`src/rtl/gpio3_pkg.sv`:
```
package gpio3_pkg;

  typedef enum logic [1:0] {
    PORT_A    = 2'd0,
    PORT_B    = 2'd1,
    PORT_C    = 2'd2,
    PORT_NONE = 2'd3
  } port_sel_e;

  // port B roles
  localparam int unsigned SCL_BIT    = 7;
  localparam int unsigned SDA_BIT    = 6;
  localparam int unsigned HSDATA_BIT = 5;
  localparam int unsigned HSCLK_BIT  = 4;
  localparam int unsigned SUPPLY_BIT = 0;
  // port C role
  localparam int unsigned HRST_BIT   = 3;

endpackage

```
`src/rtl/gpio3_rst_sync.sv`:
```
module gpio3_rst_sync (
  input  logic clk,
  input  logic rst_n,
  output logic rst_n_sync
);
  logic [1:0] stage_q;

  always_ff @(posedge clk or negedge rst_n) begin
    if (!rst_n) stage_q <= 2'b00;
    else        stage_q <= {stage_q[0], 1'b1};
  end

  assign rst_n_sync = stage_q[1];
endmodule

```
`src/rtl/gpio3_port_reg.sv`:
```
module gpio3_port_reg #(
  parameter int unsigned W = 8
) (
  input  logic         clk,
  input  logic         rst_n,
  input  logic         wr_data_en,
  input  logic         wr_dir_en,
  input  logic [W-1:0] wdata,
  output logic [W-1:0] data_q,
  output logic [W-1:0] dir_q,
  output logic [W-1:0] data_nxt,
  output logic [W-1:0] dir_nxt
);
  always_comb begin
    data_nxt = data_q;
    dir_nxt  = dir_q;
    if (wr_data_en) data_nxt = wdata;
    if (wr_dir_en)  dir_nxt  = wdata;
  end

  always_ff @(posedge clk or negedge rst_n) begin
    if (!rst_n) begin
      data_q <= '0;
      dir_q  <= '0;
    end else begin
      if (wr_data_en || wr_dir_en) begin
        data_q <= data_nxt;
        dir_q  <= dir_nxt;
      end
    end
  end
endmodule

```
`src/rtl/gpio3_i2c_line.sv`:
```
module gpio3_i2c_line
  import gpio3_pkg::*;
#(
  parameter int unsigned W = 8
) (
  input  logic         clk,
  input  logic         rst_n,
  input  logic [W-1:0] data_nxt,
  input  logic [W-1:0] dir_nxt,
  output logic         scl,
  output logic         sda
);
  logic [1:0] line_q;
  logic [1:0] line_nxt;
  logic       line_en;

  // open-drain: lines follow the direction bits only while the clock data bit is 0
  always_comb begin
    line_en  = ~data_nxt[SCL_BIT];
    line_nxt = line_q;
    if (line_en) line_nxt = {~dir_nxt[SCL_BIT], ~dir_nxt[SDA_BIT]};
  end

  always_ff @(posedge clk or negedge rst_n) begin
    if (!rst_n) line_q <= 2'b11;
    else if (line_en) line_q <= line_nxt;
  end

  assign scl = line_q[1];
  assign sda = line_q[0];
endmodule

```
`src/rtl/gpio3_read_mux.sv`:
```
module gpio3_read_mux #(
  parameter int unsigned NPORT = 3,
  parameter int unsigned W     = 8
) (
  input  logic [1:0]              port_idx,
  input  logic                    is_dir,
  input  logic [NPORT-1:0][W-1:0] data_q,
  input  logic [NPORT-1:0][W-1:0] dir_q,
  input  logic [NPORT-1:0][W-1:0] ext_in,
  output logic [W-1:0]            rdata
);
  always_comb begin
    rdata = '0;
    for (int p = 0; p < NPORT; p++) begin
      if (port_idx == 2'(p)) begin
        if (is_dir) rdata = dir_q[p];
        else        rdata = (ext_in[p] & ~dir_q[p]) | (data_q[p] & dir_q[p]);
      end
    end
  end
endmodule

```
`src/rtl/gpio3_i2c.sv`:
```
module gpio3_i2c
  import gpio3_pkg::*;
#(
  parameter int unsigned BUS_W    = 8,
  parameter int unsigned NARROW_W = 4
) (
  input  logic                clk,
  input  logic                rst_n,
  input  logic [2:0]          bus_addr,
  input  logic                bus_we,
  input  logic [BUS_W-1:0]    bus_wdata,
  output logic [BUS_W-1:0]    bus_rdata,
  input  logic [BUS_W-1:0]    pa_in,
  input  logic [BUS_W-1:0]    pb_in,
  input  logic [NARROW_W-1:0] pc_in,
  input  logic                sda_in,
  input  logic                host_sdata_in,
  output logic [BUS_W-1:0]    pa_drive,
  output logic [BUS_W-1:0]    pb_drive,
  output logic [NARROW_W-1:0] pc_drive,
  output logic                host_reset_o,
  output logic                i2c_scl_o,
  output logic                i2c_sda_o
);
  localparam int unsigned NPORT = 3;

  logic      rst_n_int;
  port_sel_e sel;
  logic      is_dir;

  logic [NPORT-1:0][BUS_W-1:0] data_q, dir_q, data_nxt, dir_nxt, ext_in, drive;

  assign sel    = port_sel_e'(bus_addr[1:0]);
  assign is_dir = bus_addr[2];

  gpio3_rst_sync i_rst_sync (
    .clk        (clk),
    .rst_n      (rst_n),
    .rst_n_sync (rst_n_int)
  );

  for (genvar g = 0; g < NPORT; g++) begin : g_port
    localparam int unsigned PW = (g == NPORT - 1) ? NARROW_W : BUS_W;
    logic [PW-1:0] d_q, r_q, d_n, r_n;
    logic          sel_hit;

    assign sel_hit = bus_we && (sel == port_sel_e'(g));

    gpio3_port_reg #(.W(PW)) i_reg (
      .clk        (clk),
      .rst_n      (rst_n_int),
      .wr_data_en (sel_hit && !is_dir),
      .wr_dir_en  (sel_hit &&  is_dir),
      .wdata      (bus_wdata[PW-1:0]),
      .data_q     (d_q),
      .dir_q      (r_q),
      .data_nxt   (d_n),
      .dir_nxt    (r_n)
    );

    assign data_q[g]   = BUS_W'(d_q);
    assign dir_q[g]    = BUS_W'(r_q);
    assign data_nxt[g] = BUS_W'(d_n);
    assign dir_nxt[g]  = BUS_W'(r_n);
    assign drive[g]    = data_q[g] & dir_q[g];
  end

  // external view of each port, with the fixed and substituted bits of port B
  always_comb begin
    ext_in[PORT_A] = pa_in;
    ext_in[PORT_B] = pb_in;
    ext_in[PORT_B][SUPPLY_BIT] = 1'b1;
    ext_in[PORT_B][SDA_BIT]    = sda_in;
    ext_in[PORT_B][HSDATA_BIT] = host_sdata_in;
    ext_in[PORT_C] = BUS_W'(pc_in);
  end

  gpio3_read_mux #(.NPORT(NPORT), .W(BUS_W)) i_rmux (
    .port_idx (bus_addr[1:0]),
    .is_dir   (is_dir),
    .data_q   (data_q),
    .dir_q    (dir_q),
    .ext_in   (ext_in),
    .rdata    (bus_rdata)
  );

  gpio3_i2c_line #(.W(BUS_W)) i_i2c (
    .clk      (clk),
    .rst_n    (rst_n_int),
    .data_nxt (data_nxt[PORT_B]),
    .dir_nxt  (dir_nxt[PORT_B]),
    .scl      (i2c_scl_o),
    .sda      (i2c_sda_o)
  );

  assign pa_drive     = drive[PORT_A];
  assign pb_drive     = drive[PORT_B];
  assign pc_drive     = drive[PORT_C][NARROW_W-1:0];
  assign host_reset_o = pc_drive[HRST_BIT];
endmodule

```
`config.mk`:
```
export PLATFORM = sky130hd
export DESIGN_NAME = gpio3_i2c
export DESIGN_NICKNAME = d
export VERILOG_FILES = /design/src/rtl/gpio3_pkg.sv /design/src/rtl/gpio3_rst_sync.sv /design/src/rtl/gpio3_port_reg.sv /design/src/rtl/gpio3_i2c_line.sv /design/src/rtl/gpio3_read_mux.sv /design/src/rtl/gpio3_i2c.sv
export SDC_FILE = /design/constraint.sdc
export NUM_CORES = 1
export LEC_CHECK = 0
export BUFFER_PORTS_ARGS = -buffer_cell sky130_fd_sc_hd__buf_2
export CAP_MARGIN = 20
export CORE_MARGIN = 8
export CORE_UTILIZATION = 50
export DETAILED_ROUTE_END_ITERATION = 12
export PLACE_DENSITY = 0.77
export SLEW_MARGIN = 25
export SYNTH_ARGS = -nofsm -noshare
export SYNTH_HDL_FRONTEND = slang
export SYNTH_SLANG_ARGS = --single-unit
export TNS_END_PERCENT = 100
```
`constraint.sdc`:
```
create_clock -name clk -period 1.5 [get_ports clk]
set_input_delay 0.15 -clock clk [delete_from_list [all_inputs] [get_ports clk]]
set_output_delay 0.15 -clock clk [all_outputs]
set_load 0.05 [all_outputs]
```
==> flow_metrics.tcl <==
set metrics [dict create \
    fin_crit_sh 1.13 \
    syn_nets 234 \
    cts_tree "done" \
    firstDrtPassIters 4 \
    cp-endpoint "bus_rdata[3]" \
    setup_ws_ps -190 \
    nets 322 \
    synthDistinctLibCells 32 \
    p_leak_nw 1.50 \
    place_area_sq_mm 0.00285 \
    ant_nets 0 \
    synth_flop_cell "dfrtp_1" \
    dp_cells 325 \
    powerDensity_mw_per_mm2 1450 \
    numPortBuffers 63 \
    synth_top_area_cell "dfrtp_1" \
    crit_fanout 2 \
    fin_cells 341 \
    htree_levels 2 \
    drcViolationCount 0 \
    cts_sinks 44 \
    num_antenna_cells 0 \
    first_global_vias 1885 \
    finalInstanceArea_sq_mm 0.00321 \
    path_clk_slew_ps 90 \
    start_util 0.507 \
    placementRows 25 \
    rrSetupSlack_ps 490 \
    antenna_found_initial 0 \
    synthTopCellsByCount "42 x dfrtp_1, 39 x mux2_2, 20 x and2_1, 14 x o21ai_0, 12 x a21oi_1" \
    skew_ps 6.03 \
    r2r_cells 3 \
    ir_drop_v 0.000765 \
    multiInputGateArea_sq_mm 0.00124 \
    crit_required_ps 1350 \
    syn_area_sq_mm 0.00235 \
    routabilityCongestion 0.747 \
    grt_pass1_wl_um 9460 \
    yosysMostFrequentCell "dfrtp_1" \
    register_area_sq_mm 0.00110 \
    grt_max_degree 27 \
    vias 1820 \
    setup_viol 4 \
    grt_overflow 0 \
    cts_buffer_depth 2 \
    startpoint_type "flop" \
    maxCapViolCount 0 \
    worstSkewPairLatency_ps 290 \
    min_period_ps 1690 \
    async_flop_share 1.00 \
    syn_to_final_growth_pct 36.7 \
    use_met2 0.297 \
    fin_util 0.693 \
    worstReg2RegStart "g_port[1].i_reg.data_q[7]" \
    die_w_um 84.5 \
    path_class "flop to output port" \
    cp-end-kind "output port" \
    root_buffer "clkbuf_8" \
    grtUsageMet3 0.0468 \
    die_h_um 84.5 \
    wl_per_cell_um 16.9 \
    rsz0062_at_grt "true" \
    syn_inst 198 \
    synth-seq-area-share 0.470 \
    n_fill_cell 337 \
    worstPathArrival_ps 1540 \
    crit_start "g_port[1].i_reg.dir_q[3]" \
    final-max-slew-violation-count 0 \
    syn_avg_cell_area_sq_um 11.9 \
    dieArea_sq_mm 0.00714 \
    netlist.area_leader.share 0.448 \
    vias_per_cell 5.34 \
    place_ws_ps -80.6 \
    violations "negative setup slack" \
    use_met1 0.186 \
    min_path_type "input port to flop" \
    ios 67 \
    core_region_area_sq_mm 0.00463 \
    grtUsageTotal 0.164 \
    power_w 0.00466 \
    synth_edf_count 0 \
    drive_above_1_share 0.613 \
    dr.first_iter.drc_count 70 \
    numCtsBuffers 5 \
    wirelength_um 5760 \
    fmax_mhz 592 \
    rr_endpoint "i_i2c.line_q[0]" \
    outcome "finished with violations" \
    dp_hpwl_um 4100 \
    grt.busiest_layer "met2" \
    yosysWarnings 0 \
    ys_seq_elements 44 \
    ys_top_cells_by_area "dfrtp_1 45%, mux2_2 19%, and2_1 5.3%, or3b_2 3.4%, o21ai_0 3.0%" \
    finalHoldViolCount 0 \
]
cells by family (layout without fill, tap and decap cells):
logic type | count (synthesis) | in the layout | share of synthesized area
buffers and inverters | 19 | 108 | 0.0506
muxes | 42 | 42 | 0.205
and+or+nand+nor | 50 | 50 | 0.165
DFF | 44 | 44 | 0.470
AOI/OAI and AO/OA | 42 | 42 | 0.108
other | 1 | 1 | 0.00160
stage by stage:
step,hold WS [ps],TNS [ps]
after floorplan,-146,-94.6
after global placement,-64.6,-321
after detailed placement,-62.8,-794
after CTS,122,-557
after global routing,132,-775
final,127,-563
routing by layer:
metal | share of wire | up-vias | wire length, um
met5 | 0 | - | 0
met4 | 0.0061 | 0 | 35
met3 | 0.039 | 4 | 224
met2 | 0.53 | 36 | 3060
met1 | 0.42 | 898 | 2450
li1 | - | 882 | -
flip-flops by register name, indices dropped and copies added, names as in the netlist, named ones only:
name,flops
i_i2c.line_q,2
i_rst_sync.stage_q,2
g_port.i_reg.dir_q,18
g_port.i_reg.data_q,20
power by group:
part / switching, W / leakage (nW) / total [W] / internal [W]
sequential: 0.000208 / 0.523 / 0.00167 / 0.00146
clock: 0.000406 / 0.0784 / 0.00124 / 0.000833
combinational: 0.00103 / 0.898 / 0.00174 / 0.000718
total: 0.00164 / 1.50 / 0.00466 / 0.00302
final cells by class:
cell class / count / area share
Clock buffer: 5 / 0.0215
Tap cell: 54 / 0.0211
Clock inverter: 3 / 0.0281
Timing Repair Buffer: 92 / 0.190
Multi-Input combinational cell: 135 / 0.386
Sequential cell: 44 / 0.344
Inverter: 8 / 0.00936
placed cells by master, fill, tap and decap left out, drive strengths merged, types with 3 or more instances in the layout:
master,n
or3b,9
buf,91
nor3b,3
and2,20
o22ai,4
or3,3
o21a,5
o21ai,14
a21oi,12
bufinv,3
clkbuf,5
mux2i,3
nor2,4
dfrtp,42
mux2,39
o31a,6
inv,8
worst min-delay path by stage:
stage                            start                   endpoint  slack (ps)  cells past startpoint
after detailed placement         rst_n      i_rst_sync.stage_q[0]         -60                      1
final                     bus_wdata[6]   g_port[0].i_reg.dir_q[6]         130                      2
after global routing      bus_wdata[4]  g_port[0].i_reg.data_q[4]         130                      2
after global placement           rst_n      i_rst_sync.stage_q[0]         -60                      1
after floorplan                  rst_n      i_rst_sync.stage_q[0]        -150                      0
after CTS                 bus_wdata[6]   g_port[0].i_reg.dir_q[6]         120                      2
repair_timing:
| item | 4_1_cts | 5_1_grt |
|---|---|---|
| setup buffers | 5 | 2 |
| endpoints found under the setup margin | 8 | 8 |
| hold endpoints to repair | 2 | 0 |
| pin swaps | 13 | 9 |
| hold buffers | 1 | 0 |
| gates resized for setup | 35 | 17 |
critical path, cell delays in order (launching register included):
cell and delay, ps:
dfrtp_1 410, or3b_4 410, a21oi_2 140, or3_4 140, buf_8 130
Power figures use the tool's default switching activity.
